**config.mk**
```make
export PLATFORM = sky130hd
export DESIGN_NAME = adc_seq_ctrl
export DESIGN_NICKNAME = d
export VERILOG_FILES = /design/src/rtl/adc_seq_pkg.sv /design/src/rtl/adc_seq_timer.sv /design/src/rtl/adc_seq_pinmask.sv /design/src/rtl/adc_seq_ctrl.sv
export SDC_FILE = /design/constraint.sdc
export NUM_CORES = 1
export LEC_CHECK = 0
export BUFFER_PORTS_ARGS = -buffer_cell sky130_fd_sc_hd__buf_2
export CORE_MARGIN = 5
export CORE_UTILIZATION = 42
export DETAILED_ROUTE_END_ITERATION = 6
export PLACE_DENSITY = 0.71
export SLEW_MARGIN = 25
export SYNTH_ARGS = -nofsm -noshare
export SYNTH_HDL_FRONTEND = slang
export SYNTH_SLANG_ARGS = --single-unit
```
**constraint.sdc**
```tcl
create_clock -name clk -period 1.9 [get_ports clk]
set_input_delay 0.38 -clock clk [delete_from_list [all_inputs] [get_ports clk]]
set_output_delay 0.38 -clock clk [all_outputs]
set_load 0.1 [all_outputs]
```
**src/rtl/adc_seq_pkg.sv**
```systemverilog
package adc_seq_pkg;
  // control register bit positions (software-visible layout)
  localparam int SEL_LSB  = 0;
  localparam int BUSY_BIT = 3;
  localparam int DONE_BIT = 4;
  localparam int EN_BIT   = 5;

  // register addresses
  localparam logic ADDR_CTRL = 1'b0;
  localparam logic ADDR_RES  = 1'b1;

  // an input code is usable only below the channel count
  function automatic logic sel_valid(input logic [2:0] code, input int nch);
    return int'(code) < nch;
  endfunction

  function automatic logic [7:0] pack_ctrl(input logic en, input logic done,
                                           input logic busy, input logic [2:0] sel);
    logic [7:0] v;
    v = 8'h00;
    v[EN_BIT]   = en;
    v[DONE_BIT] = done;
    v[BUSY_BIT] = busy;
    v[SEL_LSB +: 3] = sel;
    return v;
  endfunction
endpackage

```
**src/rtl/adc_seq_timer.sv**
```systemverilog
module adc_seq_timer #(
  parameter int CONV_TICKS = 40
) (
  input  logic clk,
  input  logic rst_n,
  input  logic clear,
  input  logic run,
  input  logic tick,
  output logic last
);
  localparam int CW = (CONV_TICKS > 1) ? $clog2(CONV_TICKS) : 1;
  localparam logic [CW-1:0] LAST_VAL = CW'(CONV_TICKS - 1);

  logic [CW-1:0] cnt_q;

  assign last = run && tick && (cnt_q == LAST_VAL);

  always_ff @(posedge clk or negedge rst_n) begin
    if (!rst_n)             cnt_q <= '0;
    else if (clear)         cnt_q <= '0;
    else if (run && tick)   cnt_q <= last ? '0 : cnt_q + 1'b1;
  end
endmodule

```
**src/rtl/adc_seq_pinmask.sv**
```systemverilog
module adc_seq_pinmask #(
  parameter int NCH = 5,
  parameter int AW  = 3
) (
  input  logic           en,
  input  logic [AW-1:0]  sel,
  input  logic [NCH-1:0] pin_in,
  output logic [NCH-1:0] pin_rd
);
  for (genvar i = 0; i < NCH; i++) begin : g_pin
    assign pin_rd[i] = (en && (sel == AW'(i))) ? 1'b1 : pin_in[i];
  end
endmodule

```
**src/rtl/adc_seq_ctrl.sv**
```systemverilog
module adc_seq_ctrl #(
  parameter int NCH        = 5,
  parameter int DW         = 8,
  parameter int CONV_TICKS = 40
) (
  input  logic           clk,
  input  logic           rst_n,
  input  logic           tick,
  input  logic           idle_mode,
  input  logic           pd_mode,
  input  logic           reg_addr,
  input  logic           reg_wr,
  input  logic           reg_rd,
  input  logic [7:0]     reg_wdata,
  output logic [7:0]     reg_rdata,
  input  logic           irq_en,
  output logic           irq,
  input  logic [DW-1:0]  sample_in,
  output logic [2:0]     chan_sel,
  input  logic [NCH-1:0] pin_in,
  output logic [NCH-1:0] pin_rd
);
  import adc_seq_pkg::*;

  localparam int AW = 3;

  logic          en_q, busy_q, done_q;
  logic [AW-1:0] sel_q;
  logic [DW-1:0] res_q;

  // named internal events
  logic ctrl_wr, result_rd, low_power, sel_open;
  logic start_req, start_ok, conv_done, conv_abort, timer_last;
  logic [AW-1:0] sel_wr;
  logic unused_wbits;

  assign unused_wbits = &{1'b0, reg_wdata[7:6]};

  assign ctrl_wr    = reg_wr && (reg_addr == ADDR_CTRL);
  assign result_rd  = reg_rd && (reg_addr == ADDR_RES);
  assign low_power  = idle_mode || pd_mode;
  assign sel_open   = !busy_q && !done_q;
  assign sel_wr     = reg_wdata[SEL_LSB +: AW];
  assign start_req  = ctrl_wr && reg_wdata[BUSY_BIT];
  assign start_ok   = start_req && sel_open && !low_power && sel_valid(sel_wr, NCH);
  assign conv_done  = busy_q && timer_last && !low_power;
  assign conv_abort = busy_q && low_power;

  adc_seq_timer #(.CONV_TICKS(CONV_TICKS)) u_timer (
    .clk   (clk),
    .rst_n (rst_n),
    .clear (start_ok || !busy_q),
    .run   (busy_q),
    .tick  (tick),
    .last  (timer_last)
  );

  always_ff @(posedge clk or negedge rst_n) begin
    if (!rst_n) begin
      en_q   <= 1'b0;
      busy_q <= 1'b0;
      done_q <= 1'b0;
      sel_q  <= '0;
      res_q  <= '0;
    end else begin
      if (ctrl_wr) en_q <= reg_wdata[EN_BIT];
      if (ctrl_wr && sel_open) sel_q <= sel_wr;

      if (start_ok)                      busy_q <= 1'b1;
      else if (conv_done || conv_abort)  busy_q <= 1'b0;

      if (conv_done)      done_q <= 1'b1;
      else if (result_rd) done_q <= 1'b0;

      if (conv_done) res_q <= sample_in;
    end
  end

  always_comb begin
    if (reg_addr == ADDR_RES) reg_rdata = 8'(res_q);
    else                      reg_rdata = pack_ctrl(en_q, done_q, busy_q, sel_q);
  end

  assign irq      = done_q && irq_en;
  assign chan_sel = sel_q;

  adc_seq_pinmask #(.NCH(NCH), .AW(AW)) u_mask (
    .en     (en_q),
    .sel    (sel_q),
    .pin_in (pin_in),
    .pin_rd (pin_rd)
  );
endmodule

```
## Word-level counts from Yosys, hierarchy flattened

Cells that the tools add are included.

| word-level totals | value |
|---|---|
| input bits | 30 |
| bits in registers | 20 |
| word-level logic and storage cells | 56 |
| output and inout port bits | 17 |

| operators by class | value |
|---|---|
| reductions and logical operators | 29 |
| $add $sub $neg | 1 |
| eq/ne operators | 5 |
| multiplexer cells | 13 |
| order comparisons | 1 |
| bitwise logic cells | 1 |

Operators with widths:

| operator | number |
|---|---|
| 1-bit logical AND | 19 |
| 6-bit 2-to-1 mux | 3 |
| 1-bit 2-to-1 mux | 9 |
| 8-bit 2-to-1 mux | 1 |
| 6-bit by 1-bit adder with 6-bit output, second input constant | 1 |
| 3-bit by 2-bit equality test with 1-bit output, second input constant | 2 |
| 6-bit equality test, second input constant | 1 |
| 2-bit nonzero test | 3 |
| 3-bit by 1-bit equality test with 1-bit output, second input constant | 1 |
| 3-bit equality test, second input constant | 1 |
| 1-bit zero test | 3 |
| 3-bit zero test | 1 |
| 1-bit logical OR | 3 |
| 3-bit < comparator, second input constant | 1 |
| 1-bit NOT | 1 |

## Longest topological paths before layout

| logic depth | value |
|---|---|
| word-level depth | 8 |
| gate-level depth with buffers | 5 |
| gate-level depth less buffers | 4 |

## Modules after synthesis

From an unflattened synthesis, not the netlist that was laid out.

| unflattened totals | value |
|---|---|
| cells, all modules | 94 |
| area, all modules | 1,087.3 sq um |

Modules (own cells, without submodules):

| module | times used | area an instance (sq um) | cells each | seq. area each (sq um) |
|---|---|---|---|---|
| adc_seq_ctrl | 1 | 675.6 | 48 | 350.3 |
| adc_seq_timer | 1 | 342.8 | 37 | 150.1 |
| adc_seq_pinmask | 1 | 68.8 | 9 | 0.0 |

## Least setup slack after synthesis

OpenSTA, ideal clock, no wires.

| timing | value |
|---|---|
| path type | reg-to-output |
| start | reg sel_q[0], in the netlist chan_sel[0] |
| end | out reg_rdata[0] |
| data arrival time | 3.245 ns |
| data required time | 1.520 ns |
| path buffers | 0 |
| path slack | -1.725 ns |
| cell stages (with the launch flop) | 3 |
| path through | dfrtp_1 -> inv_1 -> o21ai_0 |

| on the way | value |
|---|---|
| cells in the longest elaborated chain, start to end | 1 |

RTL lines:

| element | RTL line | source |
|---|---|---|
| start: declaration | adc_seq_ctrl.sv:28 | `logic [AW-1:0] sel_q;` |
| start signal: assignment | adc_seq_ctrl.sv:67 | `if (ctrl_wr && sel_open) sel_q <= sel_wr;` |
| 8-bit 2-to-1 mux | adc_seq_ctrl.sv:80 | `if (reg_addr == ADDR_RES) reg_rdata = 8'(res_q);` |
| end: declaration | adc_seq_ctrl.sv:15 | `output logic [7:0] reg_rdata,` |

No other way between the ends.

## Final worst setup path

| timing | value |
|---|---|
| start | reg u_timer.cnt_q[1] |
| end | reg res_q[3] |

| on the way | value |
|---|---|
| cells in the longest elaborated chain, start to end | 4 |

RTL lines:

| element | RTL line | source |
|---|---|---|
| start: declaration | adc_seq_timer.sv:14 | `logic [CW-1:0] cnt_q;` |
| start signal: assignment | adc_seq_timer.sv:21 | `else if (run && tick) cnt_q <= last ? '0 : cnt_q + 1'b1;` |
| 6-bit equality test | adc_seq_timer.sv:16 | `assign last = run && tick && (cnt_q == LAST_VAL);` |
| 1-bit logical AND | adc_seq_timer.sv:16 |  |
| 1-bit logical AND (2 in a row) | adc_seq_ctrl.sv:46 | `assign conv_done = busy_q && timer_last && !low_power;` |
| end signal: assignment | adc_seq_ctrl.sv:75 | `if (conv_done) res_q <= sample_in;` |
| end: declaration | adc_seq_ctrl.sv:29 | `logic [DW-1:0] res_q;` |

No other way between the ends.
A chain may end at the register's enable or synchronous reset.

==> results_dict.tcl <==
set metrics [dict create \
    status "finished, final reports clean" \
    dieHeight_um 60.9 \
    antenna_cells 0 \
    syn_area_per_cell_sq_um 11.4 \
    h-tree-depth 1 \
    fin_util 0.646 \
    track_usage 0.153 \
    worstHoldPathType "input port to async pin" \
    irDropWorstVdd_mv 0.671 \
    seq_area_frac_synth 0.460 \
    path_cells "ha_1, nand4b_4, or4b_4, mux2_4" \
    ys.flop_type "dfrtp_1" \
    num_rows 18 \
    endpoint "res_q[3]$_DFFE_PN0P_" \
    maxSlewHeadroom 0.671 \
    reg2regPathDepth 4 \
    grt_pass1_wl_um 4160 \
    path_depth 4 \
    worst_pin_slew_ns 0.497 \
    antenna_found_initial 0 \
    yosysTopAreaCellShare 0.460 \
    vias_per_cell 5.20 \
    end_kind "register" \
    path_class "register to register" \
    fillCellCount 186 \
    slowest_stage "or4b_4" \
    portBuffers 43 \
    cp_slowest_stage_delay_ns 0.65 \
    drive_above_1_share 0.588 \
    skew_ns 0.00743 \
    clk_latency_ns 0.31 \
    clkTransAtPathRegs_ns 0.12 \
    netlist_instances 95 \
    rr_endpoint "res_q[3]$_DFFE_PN0P_" \
    power.leakage_nw 0.798 \
    fin_nets 180 \
    synth_edf_count 0 \
    path_max_fanout 9 \
    synth_cell_types 31 \
    max_freq_mhz 542 \
    crit_family "simple AND/OR/NAND/NOR gates" \
    rrSetupSlack_ns 0.06 \
    p_per_area_nw_per_um2 693 \
    crit_required_ns 2.09 \
    clockBufferDepth 2 \
    io_pins 47 \
    critical_path.startpoint "u_timer.cnt_q[1]$_DFFE_PN0P_" \
    crit_buf_inv 0 \
    fin_area_sq_um 1600 \
    dpl.cell_count 172 \
    instances_no_fill 178 \
    syn_area_sq_um 1090 \
    timing.rr.start "u_timer.cnt_q[1]$_DFFE_PN0P_" \
    cp.arrival_ns 2.04 \
    setup_viol 0 \
    vias 925 \
    cts_tree "done" \
    wl_um 2670 \
    cts_buffers 3 \
    start_util 0.439 \
    async_reset_ff_frac 1.00 \
    postPlaceCellArea_sq_um 1530 \
    hold_viol 0 \
    overflow 0 \
    drc 0 \
    grt_pass1_vias 903 \
    grt_max_degree 21 \
    coreArea_sq_um 2480 \
    report.final.slew_viol_count 0 \
    cts_root_buf "clkbuf_4" \
    timing.final.crit_share 0.971 \
    fin_crit_ns 1.84 \
    ant_nets 0 \
    cts_hold_buf 0 \
    start_kind "register" \
    die_area_sq_um 3710 \
    place.gp.congestion 0.824 \
    cts_sinks 20 \
    synth_nets 126 \
    synthTopCellsByArea "dfrtp_1 (46%), mux2_4 (11%), mux2_2 (7.2%)" \
    fp.dieW_um 60.9 \
    dr.pass1.iters 4 \
    avgRoutedWirePerCell_um 15.0 \
    yosys_warnings 0 \
    synth_largest_area_cell "dfrtp_1" \
    synth-seq-cells 20 \
    drt_iter0_drc 14 \
    place_hpwl_um 2010 \
    drv_cap 0 \
    areaGrowthSynthToFinish_pct 47.2 \
]
==> worst min-delay path by stage <==
stage                from  slack (ns)              endpoint  cells past startpoint
floorplan           rst_n        0.08    busy_q$_DFFE_PN0P_                      0
global placement    rst_n        0.35  res_q[6]$_DFFE_PN0P_                      1
detailed placement  rst_n        0.36  res_q[6]$_DFFE_PN0P_                      1
CTS                 rst_n        0.01  res_q[2]$_DFFE_PN0P_                      1
global route        rst_n        0.02  res_q[2]$_DFFE_PN0P_                      1
finish              rst_n       0.004    busy_q$_DFFE_PN0P_                      1
==> cell usage in the layout (no fill, tap or decap), types with 3 or more instances in the layout <==
cell type / n
a21oi_1: 3
nand2_1: 9
nand2b_1: 3
buf_12: 8
nor2_1: 4
dfrtp_1: 17
mux2_2: 7
buf_2: 34
clkbuf_4: 3
mux2_4: 8
o21ai_0: 4
and2_1: 3
buf_4: 10
==> layout make-up <==
type | instances | area, sq um | area share
clock buffer | 4 | 36.3 | 0.0227
multi-input combinational | 70 | 607 | 0.379
timing repair buffer | 52 | 405 | 0.253
inverter | 2 | 7.51 | 0.00469
tap | 30 | 37.5 | 0.0235
sequential | 20 | 507 | 0.317
==> through the flow <==
| stage | setup slack [ns] | hold slack [ns] | power [W] | TNS (ns) |
|---|---|---|---|---|
| after global routing | -0.000241 | 0.0249 | 0.00116 | -0.000241 |
| after floorplan | -0.00591 | 0.0844 | 0.000732 | -0.0118 |
| after CTS | 0.0377 | 0.0123 | 0.00111 | 0 |
| after global placement | 0.112 | 0.348 | 0.000843 | 0 |
| final | 0.0554 | 0.00350 | 0.00111 | 0 |
| after detailed placement | 0.0827 | 0.358 | 0.000847 | 0 |
==> where the power goes <==
part	leakage, nW	internal (W)	switching [W]
registers	0.268	0.000442	0.0000232
logic	0.509	0.000118	0.000274
clock network	0.0210	0.000117	0.000134
total	0.798	0.000677	0.000431
==> worst reg2reg max path: stages (launching register included) <==
cell	delay [ns]
dfrtp_1	0.38
ha_1	0.25
nand4b_4	0.12
or4b_4	0.65
mux2_4	0.34
==> timing repair <==
action	4_1_cts	5_1_grt
resized for setup	2	2
buffers inserted	0	2
endpoints found under the setup margin	2	1
==> Yosys cell counts, drive strengths merged, types with 3 or more instances <==
cell type	count
a21oi	3
a31o	3
and2	3
dfrtp	20
mux2	15
nand2	10
nand2b	3
nor2	4
nor2b	3
o21ai	6
==> kinds of logic (layout without fill, tap and decap cells) <==
kind of cell | Yosys count | in the layout | share of synthesized area
AO/OA/AOI/OAI | 19 | 19 | 0.115
XOR/XNOR | 2 | 2 | 0.0161
multiplexers | 15 | 15 | 0.183
adder cells (fa/ha/maj) | 1 | 1 | 0.0115
flip-flops | 20 | 20 | 0.460
buffers and inverters | 5 | 58 | 0.0242
AND/OR/NAND/NOR | 33 | 33 | 0.190
==> layer usage <==
layer | track usage | vias to the layer above | routed length, um
li1 | - | 449 | -
met1 | 0.206 | 438 | 1150
met2 | 0.244 | 34 | 1310
met3 | 0.0298 | 4 | 186
met4 | 0.0557 | 0 | 27
met5 | 0 | - | 0
==> flip-flops by register name, indices dropped and copies added, names as in the netlist <==
signal and cells:
done_q 1, busy_q 1, chan_sel 3, u_timer.cnt_q 6, res_q 8, en_q 1
Power figures use the tool's default switching activity.
